**config.mk**
```make
export PLATFORM = sky130hd
export DESIGN_NAME = ipi_route
export DESIGN_NICKNAME = d
export VERILOG_FILES = /design/src/rtl/ipi_route_pkg.sv /design/src/rtl/ipi_dest_match.sv /design/src/rtl/ipi_rr_pick.sv /design/src/rtl/ipi_route.sv
export SDC_FILE = /design/constraint.sdc
export NUM_CORES = 1
export LEC_CHECK = 0
export BUFFER_PORTS_ARGS = -buffer_cell sky130_fd_sc_hd__buf_4
export CORE_MARGIN = 1
export CORE_UTILIZATION = 35
export DETAILED_ROUTE_END_ITERATION = 8
export PLACE_DENSITY_LB_ADDON = 0.05
export SYNTH_ARGS = -nofsm -noshare
export SYNTH_HDL_FRONTEND = slang
export SYNTH_SLANG_ARGS = --single-unit
```
**constraint.sdc**
```tcl
create_clock -name clk -period 12.1 [get_ports clk]
set_clock_uncertainty 0.15 [all_clocks]
set_input_delay 2.42 -clock clk [delete_from_list [all_inputs] [get_ports clk]]
set_output_delay 2.42 -clock clk [all_outputs]
set_load 0.02 [all_outputs]
```
**src/rtl/ipi_route_pkg.sv**
```systemverilog
package ipi_route_pkg;
   localparam int VEC_W  = 8;
   localparam int DEST_W = 8;
   localparam int MODE_W = 3;
   localparam int NUM_VEC = 1 << VEC_W;

   localparam logic [MODE_W-1:0] MODE_FIXED  = 3'd0;
   localparam logic [MODE_W-1:0] MODE_LOWEST = 3'd1;

   localparam int PEND_BIT = 12;

   typedef enum logic [1:0] {
      SH_DEST   = 2'd0,
      SH_SELF   = 2'd1,
      SH_ALL    = 2'd2,
      SH_OTHERS = 2'd3
   } shorthand_e;

   typedef struct packed {
      logic [VEC_W-1:0]  vec;
      logic [MODE_W-1:0] mode;
      logic              logical;
      logic              level;
      logic              trig;
      shorthand_e        sh;
   } cmd_t;

   function automatic cmd_t split_lo(input logic [31:0] w);
      cmd_t c;
      c.vec     = w[7:0];
      c.mode    = w[10:8];
      c.logical = w[11];
      c.level   = w[14];
      c.trig    = w[15];
      c.sh      = shorthand_e'(w[19:18]);
      return c;
   endfunction
endpackage

```
**src/rtl/ipi_dest_match.sv**
```systemverilog
module ipi_dest_match
   import ipi_route_pkg::*;
#(
   parameter int NUM_TGT    = 8,
   parameter bit CLUSTER_EN = 1'b1,
   localparam int IDX_W     = $clog2(NUM_TGT)
) (
   input  shorthand_e                  sh,
   input  logic                        logical,
   input  logic [DEST_W-1:0]           dest,
   input  logic [IDX_W-1:0]            src_idx,
   input  logic [NUM_TGT*DEST_W-1:0]   phys_ids,
   input  logic [NUM_TGT*DEST_W-1:0]   log_ids,
   input  logic [NUM_TGT-1:0]          cluster,
   output logic [NUM_TGT-1:0]          hit
);
   localparam int NIB = DEST_W / 2;

   for (genvar i = 0; i < NUM_TGT; i++) begin : g_tgt
      logic [DEST_W-1:0] pid, lid;
      logic              flat_hit, clus_hit, dest_hit, is_src;

      assign pid      = phys_ids[i*DEST_W +: DEST_W];
      assign lid      = log_ids[i*DEST_W +: DEST_W];
      assign flat_hit = |(lid & dest);
      assign is_src   = (src_idx == IDX_W'(i));

      if (CLUSTER_EN) begin : g_clus
         assign clus_hit = (lid[DEST_W-1:NIB] == dest[DEST_W-1:NIB]) &&
                           (|(lid[NIB-1:0] & dest[NIB-1:0]));
      end else begin : g_flat_only
         assign clus_hit = flat_hit;
      end

      always_comb begin
         if (!logical)        dest_hit = (pid == dest);
         else if (cluster[i]) dest_hit = clus_hit;
         else                 dest_hit = flat_hit;
      end

      always_comb begin
         unique case (sh)
            SH_DEST:   hit[i] = dest_hit;
            SH_SELF:   hit[i] = is_src;
            SH_ALL:    hit[i] = 1'b1;
            SH_OTHERS: hit[i] = !is_src;
         endcase
      end
   end
endmodule

```
**src/rtl/ipi_rr_pick.sv**
```systemverilog
module ipi_rr_pick
   import ipi_route_pkg::*;
#(
   parameter int NUM_TGT = 8,
   localparam int IDX_W  = $clog2(NUM_TGT)
) (
   input  logic               clk,
   input  logic               rst_n,
   input  logic [VEC_W-1:0]   vec,
   input  logic [NUM_TGT-1:0] cand,
   input  logic               commit,
   output logic [NUM_TGT-1:0] pick_oh,
   output logic               pick_any
);
   logic [IDX_W-1:0] ptr_q [NUM_VEC];
   logic [IDX_W-1:0] ptr_cur;
   logic [IDX_W-1:0] pick_idx;

   assign ptr_cur = ptr_q[vec];

   always_comb begin
      pick_any = 1'b0;
      pick_idx = ptr_cur;
      for (int k = 1; k <= NUM_TGT; k++) begin
         if (!pick_any && cand[(int'(ptr_cur) + k) % NUM_TGT]) begin
            pick_any = 1'b1;
            pick_idx = IDX_W'((int'(ptr_cur) + k) % NUM_TGT);
         end
      end
      pick_oh = '0;
      if (pick_any) pick_oh[pick_idx] = 1'b1;
   end

   always_ff @(posedge clk or negedge rst_n) begin
      if (!rst_n) begin
         for (int v = 0; v < NUM_VEC; v++) ptr_q[v] <= '0;
      end else if (commit && pick_any) begin
         ptr_q[vec] <= pick_idx;
      end
   end
endmodule

```
**src/rtl/ipi_route.sv**
```systemverilog
module ipi_route
   import ipi_route_pkg::*;
#(
   parameter int NUM_TGT    = 8,
   parameter bit CLUSTER_EN = 1'b1,
   localparam int IDX_W     = $clog2(NUM_TGT)
) (
   input  logic                       clk,
   input  logic                       rst_n,
   input  logic                       cmd_lo_we,
   input  logic                       cmd_hi_we,
   input  logic [31:0]                cmd_wdata,
   input  logic [IDX_W-1:0]           src_idx,
   input  logic [NUM_TGT*DEST_W-1:0]  tgt_phys_id,
   input  logic [NUM_TGT*DEST_W-1:0]  tgt_log_id,
   input  logic [NUM_TGT-1:0]         tgt_cluster,
   input  logic [NUM_TGT-1:0]         tgt_init,
   input  logic [NUM_TGT-1:0]         tgt_en,
   output logic [31:0]                cmd_lo_rd,
   output logic [31:0]                cmd_hi_rd,
   output logic                       send_vld,
   output logic [NUM_TGT-1:0]         send_mask,
   output logic [VEC_W-1:0]           send_vec,
   output logic [MODE_W-1:0]          send_mode,
   output logic                       send_trig,
   output logic                       send_level
);
   if (NUM_TGT < 2 || NUM_TGT > 64) begin : g_bad_num_tgt
      $error("ipi_route: NUM_TGT must lie in 2..64");
   end

   logic [31:0]        lo_q;
   logic [DEST_W-1:0]  dest_q;
   cmd_t               cmd;
   logic [NUM_TGT-1:0] hit, cand, pick_oh, mask_n;
   logic               pick_any, is_lowest, gated;

   assign cmd       = split_lo(cmd_wdata);
   assign is_lowest = (cmd.mode == MODE_LOWEST);
   assign gated     = (cmd.mode == MODE_FIXED) || is_lowest;
   assign cand      = (is_lowest && cmd.logical) ? (hit & tgt_init) : '0;

   ipi_dest_match #(.NUM_TGT(NUM_TGT), .CLUSTER_EN(CLUSTER_EN)) u_match (
      .sh       (cmd.sh),
      .logical  (cmd.logical),
      .dest     (dest_q),
      .src_idx  (src_idx),
      .phys_ids (tgt_phys_id),
      .log_ids  (tgt_log_id),
      .cluster  (tgt_cluster),
      .hit      (hit)
   );

   ipi_rr_pick #(.NUM_TGT(NUM_TGT)) u_rr (
      .clk      (clk),
      .rst_n    (rst_n),
      .vec      (cmd.vec),
      .cand     (cand),
      .commit   (cmd_lo_we && is_lowest),
      .pick_oh  (pick_oh),
      .pick_any (pick_any)
   );

   always_comb begin
      mask_n = is_lowest ? (pick_any ? pick_oh : '0) : hit;
      if (gated) mask_n = mask_n & tgt_en;
   end

   always_ff @(posedge clk or negedge rst_n) begin
      if (!rst_n) begin
         lo_q       <= '0;
         dest_q     <= '0;
         send_vld   <= 1'b0;
         send_mask  <= '0;
         send_vec   <= '0;
         send_mode  <= '0;
         send_trig  <= 1'b0;
         send_level <= 1'b0;
      end else begin
         send_vld <= cmd_lo_we;
         if (cmd_hi_we) dest_q <= cmd_wdata[31:24];
         if (cmd_lo_we) begin
            lo_q       <= cmd_wdata & ~(32'd1 << PEND_BIT);
            send_mask  <= mask_n;
            send_vec   <= cmd.vec;
            send_mode  <= cmd.mode;
            send_trig  <= cmd.trig;
            send_level <= cmd.level;
         end
      end
   end

   assign cmd_lo_rd = lo_q;
   assign cmd_hi_rd = {dest_q, 24'd0};
endmodule

```
==> results of run 1 <==
## path summary, 6_finish.rpt
kind,from,end,slack (ps)
worst max register to register,dest_q[4]$_DFFE_PN0P_,u_rr.ptr_q[735]$_DFFE_PN0P_,4400
min in group asynchronous,rst_n,u_rr.ptr_q[607]$_DFFE_PN0P_,1560
worst max-delay path,cmd_wdata[0],u_rr.ptr_q[7]$_DFFE_PN0P_,2370
worst min-delay path,u_rr.ptr_q[23]$_DFFE_PN0P_,u_rr.ptr_q[23]$_DFFE_PN0P_,330
max in group asynchronous,rst_n,u_rr.ptr_q[263]$_DFFE_PN0P_,7800
worst min register to register,u_rr.ptr_q[23]$_DFFE_PN0P_,u_rr.ptr_q[23]$_DFFE_PN0P_,330
## state kept, by name, summed over array words and instances (netlist names)
| signal | cells |
|---|---|
| send_vld | 1 |
| send_mask | 8 |
| send_vec | 7 |
| dest_q | 8 |
| cmd_lo_rd | 22 |
| u_rr.ptr_q | 768 |
| send_mode | 2 |
## layout make-up
cell class | instances | share of cell area [%]
inverters | 21 | 0.162
flip-flops and latches | 816 | 41.9
repair buffers | 354 | 5.83
diodes | 1 | 0.00513
clock inverters | 39 | 1.14
multi-input cells | 2090 | 41.0
clock buffers | 138 | 5.81
well taps | 1600 | 4.11
## per-stage QoR
step                util [%]  setup WS (ps)  hold slack (ps)  instances
finish                  41.2           2370              331       5059
global route            41.2           2000              345       5058
CTS                     41.2           2410              333       5058
detailed placement      38.3           1710              320       4881
global placement        38.3           1770              311       4881
floorplan                  -           3520              299       3200
## routing by layer
layer	track usage, %	vias to the layer above	routed length, um
met3	3.11	153	5840
li1	-	12100	-
met1	29.9	14600	59900
met4	5.40	2	2580
met2	36.2	707	63000
met5	0	-	13
## cell families (layout without fill, tap and decap cells)
family / count (synthesis) / in the layout / share of synthesized area (%)
buf+inv: 294 / 552 / 4.04
mux: 1091 / 1091 / 33.2
compound gates: 273 / 273 / 5.02
other cells: 1 / 26 / 0.00893
simple gates: 595 / 595 / 6.58
flops: 816 / 816 / 48.6
fa+ha+maj: 34 / 34 / 1.01
xor+xnor: 72 / 72 / 1.50
## synthesized netlist by cell type (all sizes together) (3+ instances only)
library cell,count
o311ai,4
nand3,34
o21a,3
a31oi,10
dfrtp,816
or3,7
mux2,819
mux2i,116
inv,21
a221oi,7
nor2b,17
a2111oi,25
nand2,114
o2111ai,4
nand3b,3
a221o,3
nor4b,4
o31ai,9
buf,180
a22o,15
xor2,67
a211oi,17
nor2,283
o41ai,5
nor3b,5
o21ai,35
nand4,15
nor4bb,4
a21oi,40
o22ai,3
or4,9
and2,13
xnor2,5
and4,5
nand2b,17
mux4,156
ha,34
nor3,14
clkbuf,93
nor4,28
o211ai,5
a22oi,70
and3,12
## where the power goes
group          internal (W)  total (W)  switching (W)
clock network       0.00188    0.00309        0.00121
registers           0.00290    0.00300      0.0000904
logic              0.000440    0.00122       0.000781
total               0.00523    0.00731        0.00208
==> impl_summary.md, run 1 <==
GRT
The first global-routing pass estimated approximately 200000 um of wire. The largest net degree at the start of global routing is approximately 170. The initial antenna violation count is 2.

The total congestion overflow is 0. The via count of the first global-routing pass is 29700. The global router's overall resource usage is a little over a fifth.

Synthesis
The sequential cell area fraction in the yosys report is around half. After technology mapping, the gate count stands at 3176. The synthesized flop and latch total is between 800 and 900.

After synthesis, the cell types taking the most area are sky130_fd_sc_hd__dfrtp_1 (49%), sky130_fd_sc_hd__mux2_2 (19%), sky130_fd_sc_hd__mux4_2 (7.9%), sky130_fd_sc_hd__mux2i_1 (2.8%), sky130_fd_sc_hd__mux2_1 (2.7%). The number of distinct library cells after synthesis is 83. The cell type with the highest aggregate area in the netlist is sky130_fd_sc_hd__dfrtp_1. The synthesized area divided by synthesized cell count is between 10 and 15 um^2. After synthesis, the largest area contributor takes up between 40% and 50% of total cell area. The synthesized design contains 0 enable-type register cells. Yosys printed 0 warnings. The share of synthesized registers carrying an async set or reset is 100%.

In the synthesized netlist the dominant register cell turns out to be sky130_fd_sc_hd__dfrtp_1. The synthesized cell area is about 0.042 mm^2.

Floorplan
The area inside the core boundary is approximately 0.12 mm^2. From left edge to right edge, the die measures 348 um. After floorplanning, the core was divided into approximately 130 placement rows.

Pin placement for this block handled roughly 280 I/O pins. The starting density of the core is 35.5%. The die is approximately 350 um tall.

The die covers around 0.12 mm^2.

Route
The post-route antenna net violation count is 0. The wire length reported by the detailed router is around 130000 um. The number of vias after detailed routing is 27500. The DRC violation total after the first TritonRoute iteration is about 1700. After detailed routing, the average wire length per cell comes to between 20 and 30 um. For this run, the detailed router's first-pass iteration total came to 5.

The via density per instance is about 5.4. For this run, design rule violations remaining after detail routing come to 0.

CTS
The clock root buffer is sky130_fd_sc_hd__clkbuf_16. The H-tree depth is 3. After clock tree synthesis, the setup repair step added 0 buffers. At the later pin of the worst-skew pair, clock insertion delay measures between 600 and 700 ps. The CTS sink count is 816.

The clock transition time at the flip-flop clock pins of the worst setup and hold paths is 50 ps. The number of buffers created by CTS is just under 100. The buffer levels on the longest clock path is 3.

The cts-stage hold buffer count is 0. Post-CTS repair changed the size of 0 cells. The TritonCTS clock tree is yes.

Layout
In the final layout, the multi-input gates occupy between 0.02 and 0.025 mm^2. The layout filler cell count is around 11000. In the layout the commonest cells are sky130_fd_sc_hd__dfrtp_1 (816), sky130_fd_sc_hd__mux2_2 (717), sky130_fd_sc_hd__buf_4 (338), sky130_fd_sc_hd__nor2_1 (281), sky130_fd_sc_hd__mux4_2 (148). For this run, the post-layout net count is around 3600. The growth of design area from synthesis to finish is 16.1%. With fillers left out, the area of the finished cells amounts to 0.0487 mm^2. Cells with a size suffix above 1 make up 40.8% of the layout. The area of all sequential standard cells is about 0.02 mm^2. The library cell used most frequently in the layout, excluding fill and tap cells, is sky130_fd_sc_hd__dfrtp_1.

Placement
The detailed placer's ending HPWL is just under 90000 um. Buffers placed on the I/O ports in this run total 250. The placer congestion estimate is 0.883. The area of placed instances is roughly 0.045 mm^2.

Worst setup path
The number of cells traversed by the worst register-to-register path is 16. The signal on the critical path passes through buf_8 > mux4_1 > nor2b_1 > a211oi_1 > a2111oi_0 > buf_4 > a2111o_1 > nand2_1 > buf_4 > ha_1 > and3_1 > o21ai_0 > o21ai_0 > mux2_2 > or4b_1 > or3_1 > o211a_4 > buf_4 > buf_4 > mux2_2. The critical path is of the input port to register type.

In this run the worst path has a maximum fanout of 58. Data on the critical path is required at its endpoint by between 10000 and 15000 ps. The largest individual stage delay along the critical path comes from the cell sky130_fd_sc_hd__a211oi_1.

The total buffers and inverters traversed by the critical path is 5. The worst setup path is captured at a register. The kind of start point of the critical path is an input port.

The kind of cell with the highest combined delay along the critical path is compound AO/OA/AOI/OAI gates. The largest single stage delay on the critical path is 790 ps. The total number of cells along the worst setup path is 20. The critical path data arrival time is a little over 10000 ps. By instance count, the cell type seen most on the critical path is sky130_fd_sc_hd__buf_4.

Timing
Setup repair after global routing left no endpoint under its margin. Setup violations remaining at the end of the flow were counted as 0. Dividing the final minimum period by the clock period gives 80.5%. Headroom to the max-slew limit came out at 19.8%.

The sum of negative setup slack is 0 ps. The worst-margin pin slew is about 1200 ps. The number of max-slew violations in the final report came to 0. The worst path in the final design needs a cycle of between 9000 and 10000 ps, including I/O delays and setup. The final-report hold violation count is 0. Derived from the worst setup path, the maximum achievable clock frequency is just over 0.1 GHz.

Power
The maximum VDD drop is ~110 uV. In this run the static leakage power is 22.7 nW. The total design power is about 0.0073 W. The total power density per cell area is 150 mW/mm^2.

Worst hold path
The class of the worst hold path is register to register. Along the worst hold path, the cell count comes to 1.

Job
Max-cap violations in this run came to 0.

Run status
The flow ran to the end, and the final reports show no timing, DRC or antenna violations.
Note: power is estimated with default switching activity, not from simulation.
==> run 2, diff against run 1 <==
==> constraint.sdc (replaced) <==
create_clock -name clk -period 9.31 [get_ports clk]
set_clock_uncertainty 0.15 [all_clocks]
set_input_delay 1.862 -clock clk [delete_from_list [all_inputs] [get_ports clk]]
set_output_delay 1.862 -clock clk [all_outputs]
set_load 0.02 [all_outputs]
==> run 2 against run 1 <==
  * Count of clock-buffer cells in the layout increased by 2
  * Sequential share of layout area decreased by 0.32 points
  * Die area unchanged
  * Setup slack got worse by 1300 ps
  * Largest power group unchanged
  * Clock power increased by 32%
  * First-iteration DRC count increased by 3.4%
  * Critical path type unchanged
  * Global-route usage about the same
  * Non-clock buffer count increased by 12
==> impl_summary.md, run 2 (synthesis results as in run 1) <==
Layout
The layout filler cell count is 10900. Of the cells placed in the final design, the portion with a size suffix greater than 1 is between 40 and 50%. The top cell types in the final layout, fill and taps aside, are sky130_fd_sc_hd__dfrtp_1 (816), sky130_fd_sc_hd__mux2_2 (717), sky130_fd_sc_hd__buf_4 (332), sky130_fd_sc_hd__nor2_1 (281), sky130_fd_sc_hd__mux4_2 (148).

The final core utilization is between 40% and 50%. In the final design database the tool counted between 3000 and 4000 nets. The area occupied by multi-input gates is 0.0200 mm^2. The antenna diode instance count is 0. The most flop-heavy register is u_rr.ptr_q. The flip-flop count of the largest register, all copies and words added is 768. The growth of design area from synthesis to finish is 17.0%.

The commonest non-fill, non-tap cell in the layout is sky130_fd_sc_hd__dfrtp_1. The area of all sequential standard cells is ~0.02 mm^2.

Run status
The flow ran to the end, and the final reports show no timing, DRC or antenna violations.

Worst setup path
The largest stage delay on the critical path is ~560 ps. Counting both buffers and inverters, the worst setup path holds a total of 5. STA classifies the critical path endpoint as a register.

The signal on the critical path passes through buf_8 > buf_12 > buf_4 > mux4_2 > mux2i_1 > nor2_1 > a2111oi_2 > nand4_1 > nor3_2 > ha_1 > and3_1 > o21ai_0 > o21ai_0 > mux2_2 > or4b_1 > buf_4 > o311ai_4 > buf_12 > nor2_1 > mux2_1. The slowest library cell on the worst path is sky130_fd_sc_hd__a2111oi_2. STA puts the critical path data required time at just under 10000 ps. The reg-to-reg setup timing slack is 2470 ps. For the worst setup path, the data arrival time is around 8600 ps. The kind of start point of the critical path is an input port. For the worst flop-to-flop path, the logic depth is 16. The startpoint of the most critical register-to-register path is u_rr.ptr_q[703]$_DFFE_PN0P_. The endpoint of the lowest-slack register-to-register path is u_rr.ptr_q[163]$_DFFE_PN0P_.

The largest delay contributor family on the critical path is simple AND/OR/NAND/NOR gates. The highest fanout seen on the critical path is 64. The path type of the worst setup path is input port to register.

Power
The leakage power of the design is roughly 23 nW. The total power density per cell area is between 150 and 200 mW/mm^2. VDD sags by at most 137 uV.

Floorplan
The total I/O pin count is roughly 280. The die is 348 um tall. The die covers approximately 0.12 mm^2.

The row count is approximately 130. In this run the standard cell core region covers 0.118 mm^2. Once the floorplan was initialized, standard cells occupied 35.5% of the core. The die width is around 350 um.

Timing
The tightest slew margin relative to the limit is ~19%. Setup slack closes at roughly 1100 ps. The number of max-slew violations in the final report is 0. The final-report setup violation count is 0. Setup repair after global routing left no endpoint under its margin. The time the final worst path needs with I/O delays and setup is about 8200 ps. The final-report hold violation count is 0. For the pin with the worst max-slew slack, the measured transition is 1220 ps. In the final timing run, aggregate negative setup slack is 0 ps.

The post-route clock period utilization is 88.6%. The maximum clock rate is 0.121 GHz.

GRT
The largest net degree at the start of global routing is between 150 and 200. The first global-routing pass estimated just under 200000 um of wire. The total congestion overflow is 0. The global router's overall resource usage is between 20 and 25%.

The via count of the first global-routing pass is just under 30000. The initial antenna violation count is 5.

Placement
Routability-driven placement finished with a final weighted congestion of around 0.86. The post-placement setup slack is between 300 and 400 ps. Detailed placement finished with a half-perimeter wire length of 88800 um. The count of port buffers added during placement is 250.

CTS
Counting the buffers created by CTS gives 98. The cell sitting at the root of the clock tree is a sky130_fd_sc_hd__clkbuf_16. The number of gates given a new drive strength after cts is 0. CTS saw 816 sinks. The clock transition time at the flip-flop clock pins of the worst setup and hold paths is approximately 60 ps. The clock latency at the later pin of the worst-skew pair is approximately 680 ps. In this run the deepest clock path goes through 3 buffers. The cts-stage hold buffer count is 0. The H-tree depth is 3. Post-CTS timing repair inserted 0 buffers for setup.

The TritonCTS clock tree is yes.

Route
After detailed routing, the number of remaining DRC violations is 0. The number of vias after detailed routing is approximately 27000. The DRC violation total after the first TritonRoute iteration is approximately 1700.

The post-route antenna net violation count is 0. The wire length reported by the detailed router is 132000 um. The via density per instance is between 5 and 6. The first detailed-routing pass ran for 7 iterations.

After detailed routing, the average wire length per cell comes to between 20 and 30 um.

Worst hold path
The endpoint of the worst hold-timing path is u_rr.ptr_q[327]$_DFFE_PN0P_. The class of the worst hold path is register to register. The source of the worst hold timing path is u_rr.ptr_q[327]$_DFFE_PN0P_. The hold-critical path depth is 1.

Job
Across the run, the number of max-cap violations was 0.
run 2: routing by layer:
metal / GRT usage, % / wire length (um)
met1: 29.7 / 60100
met2: 35.2 / 61400
met3: 3.79 / 6460
met4: 6.94 / 3660
met5: 0 / 0
run 2: cell type report:
class	instances	area share [%]
tap	1600	4.08
sequential	816	41.6
multi-input combinational	2090	40.7
timing repair buffer	366	6.42
clock inverter	40	1.25
inverter	21	0.161
clock buffer	140	5.79
run 2: power by group:
| group | internal [W] | switching, W | leakage [nW] |
|---|---|---|---|
| clock | 0.00251 | 0.00156 | 1.69 |
| combinational | 0.000616 | 0.00102 | 9.95 |
| sequential | 0.00378 | 0.000115 | 11.2 |
| total | 0.00691 | 0.00270 | 22.9 |
run 2: through the flow:
| step | total power (W) | hold slack [ps] | std cells | area [um^2] |
|---|---|---|---|---|
| after floorplan | 0.00493 | 299 | 3200 | 42100 |
| after global placement | 0.00556 | 310 | 4893 | 45700 |
| after detailed placement | 0.00561 | 319 | 4893 | 45700 |
| after CTS | 0.00974 | 331 | 5073 | 49100 |
| after global routing | 0.0100 | 342 | 5073 | 49100 |
| final | 0.00961 | 327 | 5073 | 49100 |
run 2: worst max-delay path by stage:
| stage | slack [ps] | end | depth (start not counted) | startpoint |
|---|---|---|---|---|
| 3_5_place_dp | 360 | u_rr.ptr_q[305]$_DFFE_PN0P_ | 20 | cmd_wdata[0] |
| 5_1_grt | 650 | u_rr.ptr_q[212]$_DFFE_PN0P_ | 20 | cmd_wdata[0] |
| 4_1_cts | 1050 | u_rr.ptr_q[305]$_DFFE_PN0P_ | 20 | cmd_wdata[0] |
| 2_1_floorplan | 1290 | u_rr.ptr_q[313]$_DFFE_PN0P_ | 27 | cmd_wdata[0] |
| 3_3_place_gp | 370 | u_rr.ptr_q[180]$_DFFE_PN0P_ | 20 | cmd_wdata[0] |
| 6_report | 1060 | u_rr.ptr_q[163]$_DFFE_PN0P_ | 20 | cmd_wdata[0] |
